## src/rtl/ser_tx_pkg.sv

```systemverilog
// Shared constants and types for the serial transmit engine.
// Assumes at most 9 data bits and a 16-bit rate register.
package ser_tx_pkg;
    localparam int DATA_BITS = 9;
    localparam int RATE_BITS = 16;
    localparam int MIN_RATE  = 16;
    localparam int CTRLA_W   = 5;
    localparam int CTRLB_W   = 2;
    localparam int NBITS_W   = $clog2(DATA_BITS + 1);

    typedef enum logic [1:0] {
        ADDR_CTRL_A = 2'd0,
        ADDR_CTRL_B = 2'd1,
        ADDR_RATE   = 2'd2
    } reg_addr_e;

    typedef struct packed {
        logic [NBITS_W-1:0]   nbits;
        logic                 par_en;
        logic                 par_odd;
        logic                 stop2;
        logic [RATE_BITS-1:0] divisor;
    } line_cfg_t;
endpackage

```

## src/rtl/ser_tx_cfg_regs.sv

```systemverilog
// Holds the three configuration registers and decodes them into a line
// configuration and an invalid flag. The decode is combinational, so a
// write is reflected on the cycle after its edge.
module ser_tx_cfg_regs
    import ser_tx_pkg::*;
#(
    parameter logic [RATE_BITS-1:0] RATE_RST = RATE_BITS'(MIN_RATE)
) (
    input  logic                 clk,
    input  logic                 rst_n,
    input  logic                 wr_en,
    input  logic [1:0]           addr,
    input  logic [RATE_BITS-1:0] wdata,
    output line_cfg_t            cfg,
    output logic                 cfg_bad
);
    logic [CTRLA_W-1:0]   ctrl_a;
    logic [CTRLB_W-1:0]   ctrl_b;
    logic [RATE_BITS-1:0] rate;

    // Register file: decoded writes, unknown addresses dropped.
    always_ff @(posedge clk) begin
        if (!rst_n) begin
            ctrl_a <= '0;
            ctrl_b <= '0;
            rate   <= RATE_RST;
        end else if (wr_en) begin
            case (addr)
                ADDR_CTRL_A: ctrl_a <= wdata[CTRLA_W-1:0];
                ADDR_CTRL_B: ctrl_b <= wdata[CTRLB_W-1:0];
                ADDR_RATE:   rate   <= wdata;
                default:     ;
            endcase
        end
    end

    // Decode word length, parity, stop bits and divisor; collect faults.
    always_comb begin
        cfg_bad     = 1'b0;
        cfg.par_en  = ctrl_a[2];
        cfg.par_odd = ctrl_a[3];
        case (ctrl_a[1:0])
            2'b00:   cfg.nbits = NBITS_W'(8);
            2'b01:   cfg.nbits = NBITS_W'(9);
            2'b10:   cfg.nbits = NBITS_W'(7);
            default: begin
                cfg.nbits = NBITS_W'(8);
                cfg_bad   = 1'b1;
            end
        endcase
        case (ctrl_b)
            2'd0:    cfg.stop2 = 1'b0;
            2'd2:    cfg.stop2 = 1'b1;
            default: begin
                cfg.stop2 = 1'b0;
                cfg_bad   = 1'b1;
            end
        endcase
        if (rate < RATE_BITS'(MIN_RATE))
            cfg_bad = 1'b1;
        if (ctrl_a[4]) begin
            cfg.divisor = {1'b0, rate[RATE_BITS-1:4], rate[2:0]};
            if (rate[3])
                cfg_bad = 1'b1;
        end else begin
            cfg.divisor = rate;
        end
    end
endmodule

```

## src/rtl/ser_tx_baud.sv

```systemverilog
// Bit-period counter. Latches the divisor when a frame is loaded and
// issues a one-cycle tick every divisor cycles while running.
// Assumes a divisor of at least 2, which the configuration check ensures.
module ser_tx_baud
    import ser_tx_pkg::*;
(
    input  logic                 clk,
    input  logic                 rst_n,
    input  logic                 load,
    input  logic                 run,
    input  logic [RATE_BITS-1:0] divisor,
    output logic                 tick
);
    logic [RATE_BITS-1:0] div_q;
    logic [RATE_BITS-1:0] cnt;

    // Down-counter with reload from the divisor latched for this frame.
    always_ff @(posedge clk) begin
        if (!rst_n) begin
            div_q <= '0;
            cnt   <= '0;
        end else if (load) begin
            div_q <= divisor;
            cnt   <= divisor - 1'b1;
        end else if (run) begin
            if (cnt == '0)
                cnt <= div_q - 1'b1;
            else
                cnt <= cnt - 1'b1;
        end
    end

    assign tick = run && !load && (cnt == '0);
endmodule

```

## src/rtl/ser_tx_shift.sv

```systemverilog
// Frame builder and shifter. On acceptance it builds the whole frame
// (start, data LSB first, parity, stop) into a shift register and moves
// one bit per tick. The line idles high when no frame is in flight.
module ser_tx_shift
    import ser_tx_pkg::*;
(
    input  logic                 clk,
    input  logic                 rst_n,
    input  line_cfg_t            cfg,
    input  logic                 cfg_bad,
    input  logic [DATA_BITS-1:0] data,
    input  logic                 valid,
    input  logic                 tick,
    output logic                 ready,
    output logic                 accept,
    output logic                 busy,
    output logic                 tx
);
    localparam int FRAME_W = DATA_BITS + 4;
    localparam int CNT_W   = $clog2(FRAME_W + 1);
    localparam int IDX_W   = $clog2(FRAME_W);

    logic [FRAME_W-1:0] frame;
    logic [FRAME_W-1:0] sr;
    logic [CNT_W-1:0]   frame_len;
    logic [CNT_W-1:0]   left;
    logic [IDX_W-1:0]   par_idx;
    logic               par;

    assign ready  = !busy && !cfg_bad;
    assign accept = valid && ready;
    assign tx     = busy ? sr[0] : 1'b1;

    // Assemble the frame image and its length from the live configuration.
    always_comb begin
        frame    = '1;
        frame[0] = 1'b0;
        par      = cfg.par_odd;
        for (int i = 0; i < DATA_BITS; i++) begin
            if (i < int'(cfg.nbits)) begin
                frame[i+1] = data[i];
                par        = par ^ data[i];
            end
        end
        par_idx = IDX_W'(cfg.nbits) + 1'b1;
        if (cfg.par_en)
            frame[par_idx] = par;
        frame_len = CNT_W'(cfg.nbits) + CNT_W'(cfg.par_en)
                  + (cfg.stop2 ? CNT_W'(3) : CNT_W'(2));
    end

    // Load on acceptance, shift one bit per tick, leave after the last.
    always_ff @(posedge clk) begin
        if (!rst_n) begin
            sr   <= '1;
            left <= '0;
            busy <= 1'b0;
        end else if (accept) begin
            sr   <= frame;
            left <= frame_len;
            busy <= 1'b1;
        end else if (busy && tick) begin
            sr   <= {1'b1, sr[FRAME_W-1:1]};
            left <= left - 1'b1;
            if (left == CNT_W'(1))
                busy <= 1'b0;
        end
    end
endmodule

```

## src/rtl/ser_tx_engine.sv

```systemverilog
// Top of the serial transmit engine: configuration registers, bit-period
// counter and frame shifter. Assumes one word in flight at a time.
module ser_tx_engine
    import ser_tx_pkg::*;
(
    input  logic                 clk,
    input  logic                 rst_n,
    input  logic                 reg_wr,
    input  logic [1:0]           reg_addr,
    input  logic [RATE_BITS-1:0] reg_wdata,
    input  logic [DATA_BITS-1:0] tx_data,
    input  logic                 tx_valid,
    output logic                 tx_ready,
    output logic                 busy,
    output logic                 config_error,
    output logic                 tx_out
);
    line_cfg_t cfg;
    logic      accept;
    logic      tick;

    ser_tx_cfg_regs u_regs (
        .clk     (clk),
        .rst_n   (rst_n),
        .wr_en   (reg_wr),
        .addr    (reg_addr),
        .wdata   (reg_wdata),
        .cfg     (cfg),
        .cfg_bad (config_error)
    );

    ser_tx_baud u_baud (
        .clk     (clk),
        .rst_n   (rst_n),
        .load    (accept),
        .run     (busy),
        .divisor (cfg.divisor),
        .tick    (tick)
    );

    ser_tx_shift u_shift (
        .clk     (clk),
        .rst_n   (rst_n),
        .cfg     (cfg),
        .cfg_bad (config_error),
        .data    (tx_data),
        .valid   (tx_valid),
        .tick    (tick),
        .ready   (tx_ready),
        .accept  (accept),
        .busy    (busy),
        .tx      (tx_out)
    );
endmodule

```

## config.mk

```make
export PLATFORM = sky130hd
export DESIGN_NAME = ser_tx_engine
export DESIGN_NICKNAME = d
export VERILOG_FILES = /design/src/rtl/ser_tx_pkg.sv /design/src/rtl/ser_tx_cfg_regs.sv /design/src/rtl/ser_tx_baud.sv /design/src/rtl/ser_tx_shift.sv /design/src/rtl/ser_tx_engine.sv
export SDC_FILE = /design/constraint.sdc
export NUM_CORES = 1
export LEC_CHECK = 0
export BUFFER_PORTS_ARGS = -buffer_cell sky130_fd_sc_hd__buf_2
export CORE_MARGIN = 8
export CORE_UTILIZATION = 56
export DETAILED_ROUTE_END_ITERATION = 10
export PLACE_DENSITY = 0.72
export SETUP_SLACK_MARGIN = 0.5
export SLEW_MARGIN = 20
export SYNTH_ARGS = -nofsm -noshare
export SYNTH_HDL_FRONTEND = slang
export SYNTH_SLANG_ARGS = --single-unit
```

## constraint.sdc

```tcl
create_clock -name clk -period 5.8 [get_ports clk]
set_input_delay 1.16 -clock clk [delete_from_list [all_inputs] [get_ports clk]]
set_output_delay 1.16 -clock clk [all_outputs]
set_load 0.02 [all_outputs]
```

==> results.ini <==
[setup_path]
cp_common_cell=nor3_4
required_ps=6030
crit_chain=or4_1 -> nor3_4 -> and2_4 -> a21oi_1 -> o21a_1 -> ha_1 -> nand3b_1 -> nor3_1 -> a41oi_4 -> nor3_4 -> a311oi_1 -> a211oi_2
crit_fanout=13
cpPeakStageDelay_ps=620
critical_path_buf_inv_count=0
crit_path_top_delay_cell=or4_1
worstSetupPathType=flip-flop to flip-flop
worst_ep_arrival_time_ps=3630
cp-start-kind=flip-flop
cp_top_family=simple AND/OR/NAND/NOR gates
crit_path_end_kind=flip-flop

[flow_run]
maxCapViolations=0

[floorplanning]
chipWidth_um=102.6
start_util=0.5793
die_h_um=102.6
core-area_um2=7253
pin_count=35
std_cell_rows=31
die_area_um2=10530

[cts]
post_cts_buffers=0
clock_latency_ps=350
path_clk_slew_ps=80
cts_resized=0
cts_buffers=9
h-tree-depth=3
cts_root_buf=clkbuf_8
postCtsHoldBufs=0
cts_tree=done
cts_buffer_depth=2
cts_sinks=73

[sta]
maxSlewHeadroom=0.3424
final-setup-viol-count=0
maxClockFrequency_mhz=294.4
worst_slew_pin_slew_ps=984.2
final.setup.tns_ps=0
maxSlewViolCount=0
period_needed_ps=3397
layout_setup_ws_ps=2403
clock_skew_ps=12.57
grt_setup_unrepaired=no
final_hold_viol_count=0
fin_crit_sh=0.5857

[route]
vias=3734
drc=0
totalWireLength_um=10170
firstDrtPassIters=4
wl_per_cell_um=16.15
vias_per_cell=5.927
drtAntennaViolNets=0
drt_iter0_drc=158

[logic_synthesis]
ys_seq_elements=73
yosysWarnings=0
syn_area_per_cell_um2=8.222
yosysUniqueCellTypes=70
synth_edf_count=0
synth_fp_nets=552
async_reset_ff_frac=0
syn-cell-area_um2=4202
netlist_instances=511
synthTopCellsByArea=dfxtp_1 (35%), nand2_1 (7.1%), a21oi_1 (5.1%)
synthFlopType=dfxtp_1
yosysSeqAreaShare=0.3478
yosysTopAreaCell=dfxtp_1
yosys.area.top_type_share=0.3478

[final_layout]
area_growth_pct=8.606
drive_gt1_frac=0.1582
stdcell_area_um2=4563
multi_input_area_um2=2532
nets=567
diodes=0
nFillCells=671
final_util=0.6291
seqCellArea_um2=1461

[power]
p_per_area_nw_per_um2=313.5
p_leak_nw=1.753
ir_drop_mv=0.2053

[placement]
hpwl_um=7368
gp_congestion=0.9324
placed_cell_area_um2=4344
dp_slack_ps=2413
port_buffers=34

[global_routing]
grt_pass1_wl_um=16860
grt_overflow_total=0
first_global_vias=3491
gr-usage-all-layers=0.2019
grt_start_max_net_pins=39
antenna_found_initial=0

[hold_path]
hp-class=flip-flop to flip-flop

[run_status]
status=complete, no violations

[worst register-to-register path: cells and delay by family, from the launching register on]
| kind | cells | cell delay, ps |
|---|---|---|
| compound gates | 5 | 930 |
| fa+ha+maj | 1 | 280 |
| flops | 1 | 360 |
| simple gates | 6 | 1700 |
[sequential cells by signal, summed over array words and instances (netlist names)]
signal         count
u_baud.cnt        16
u_baud.div_q      16
u_regs.rate       16
u_shift.sr        13
u_regs.ctrl_a      5
u_shift.left       4
u_regs.ctrl_b      2
u_shift.busy       1
[final cells by class]
class,instances,area share
multi-input cells,396,0.5550
clock inverters,6,0.02002
clock buffers,10,0.02797
repair buffers,37,0.04223
flip-flops and latches,73,0.3203
well taps,99,0.02715
inverters,9,0.007403
[report_power, final]
| part | leakage, nW | switching [mW] | internal, mW | total (mW) |
|---|---|---|---|---|
| Combinational | 1.04 | 0.232 | 0.153 | 0.385 |
| Clock | 0.111 | 0.203 | 0.245 | 0.448 |
| Sequential | 0.599 | 0.0521 | 0.546 | 0.598 |
[cell usage after synthesis (3+ instances only)]
master	n
a211oi_1	13
a211oi_2	3
a21o_1	4
a21oi_1	43
a31o_1	5
a31oi_1	8
and3_1	12
buf_2	7
buf_6	5
clkbuf_1	19
dfxtp_1	73
ha_1	9
inv_1	9
mux2i_1	17
nand2_1	79
nand2b_1	4
nand3_1	12
nand3b_1	6
nor2_1	53
nor2b_1	5
nor3_1	9
nor4_2	4
o21a_1	3
o21ai_0	34
o21ai_1	3
xnor2_1	14
xor2_1	4
[cell families after synthesis]
family | after synthesis | synth area share
AOI/OAI and AO/OA | 142 | 0.2338
xor gates and xnor gates | 18 | 0.03752
adders and majority gates | 10 | 0.03157
buffers and inverters | 42 | 0.04943
DFF | 73 | 0.3478
muxes | 18 | 0.04586
and+or+nand+nor | 208 | 0.2540
[worst paths after layout]
path                         start          endpoint  slack (ps)  depth (start not counted)
hold / removal    u_baud.div_q[15]  u_baud.div_q[15]         460                          2
setup reg to reg     u_baud.cnt[1]    u_baud.cnt[14]        2400                         12
hold reg to reg   u_baud.div_q[15]  u_baud.div_q[15]         460                          2
setup / recovery     u_baud.cnt[1]    u_baud.cnt[14]        2400                         12
[cells in the final DEF, fill, tap and decap left out, types with 3 or more instances in the layout]
| cell type | n |
|---|---|
| nand2_1 | 79 |
| dfxtp_1 | 73 |
| nor2_1 | 53 |
| a21oi_1 | 43 |
| o21ai_0 | 34 |
| buf_2 | 34 |
| mux2i_1 | 17 |
| xnor2_1 | 14 |
| a211oi_1 | 13 |
| and3_1 | 12 |
| nand3_1 | 12 |
| nor3_1 | 9 |
| inv_1 | 9 |
| ha_1 | 9 |
| clkbuf_8 | 9 |
| a31oi_1 | 8 |
| nand3b_1 | 6 |
| nor2b_1 | 5 |
| a31o_1 | 5 |
| nor4_2 | 4 |
| nand2b_1 | 4 |
| a21o_1 | 4 |
| xor2_1 | 4 |
| o21a_1 | 3 |
| a211oi_2 | 3 |
| o21ai_1 | 3 |
| buf_4 | 3 |
[routing by layer]
layer / share of wire / global-route usage
met2: 0.47 / 0.3267
met5: 0 / 0
met3: 0.056 / 0.03781
met1: 0.46 / 0.2592
met4: 0.020 / 0.07788
[stage by stage]
| stage | power [mW] | std cells | hold slack [ps] |
|---|---|---|---|
| detailed placement | 0.9882 | 614 | 456.9 |
| floorplan | 0.9148 | 511 | 436.7 |
| global placement | 0.9786 | 614 | 452.6 |
| CTS | 1.431 | 630 | 467.5 |
| global route | 1.499 | 630 | 507.6 |
| finish | 1.431 | 630 | 463.1 |
Power figures use the tool's default switching activity.
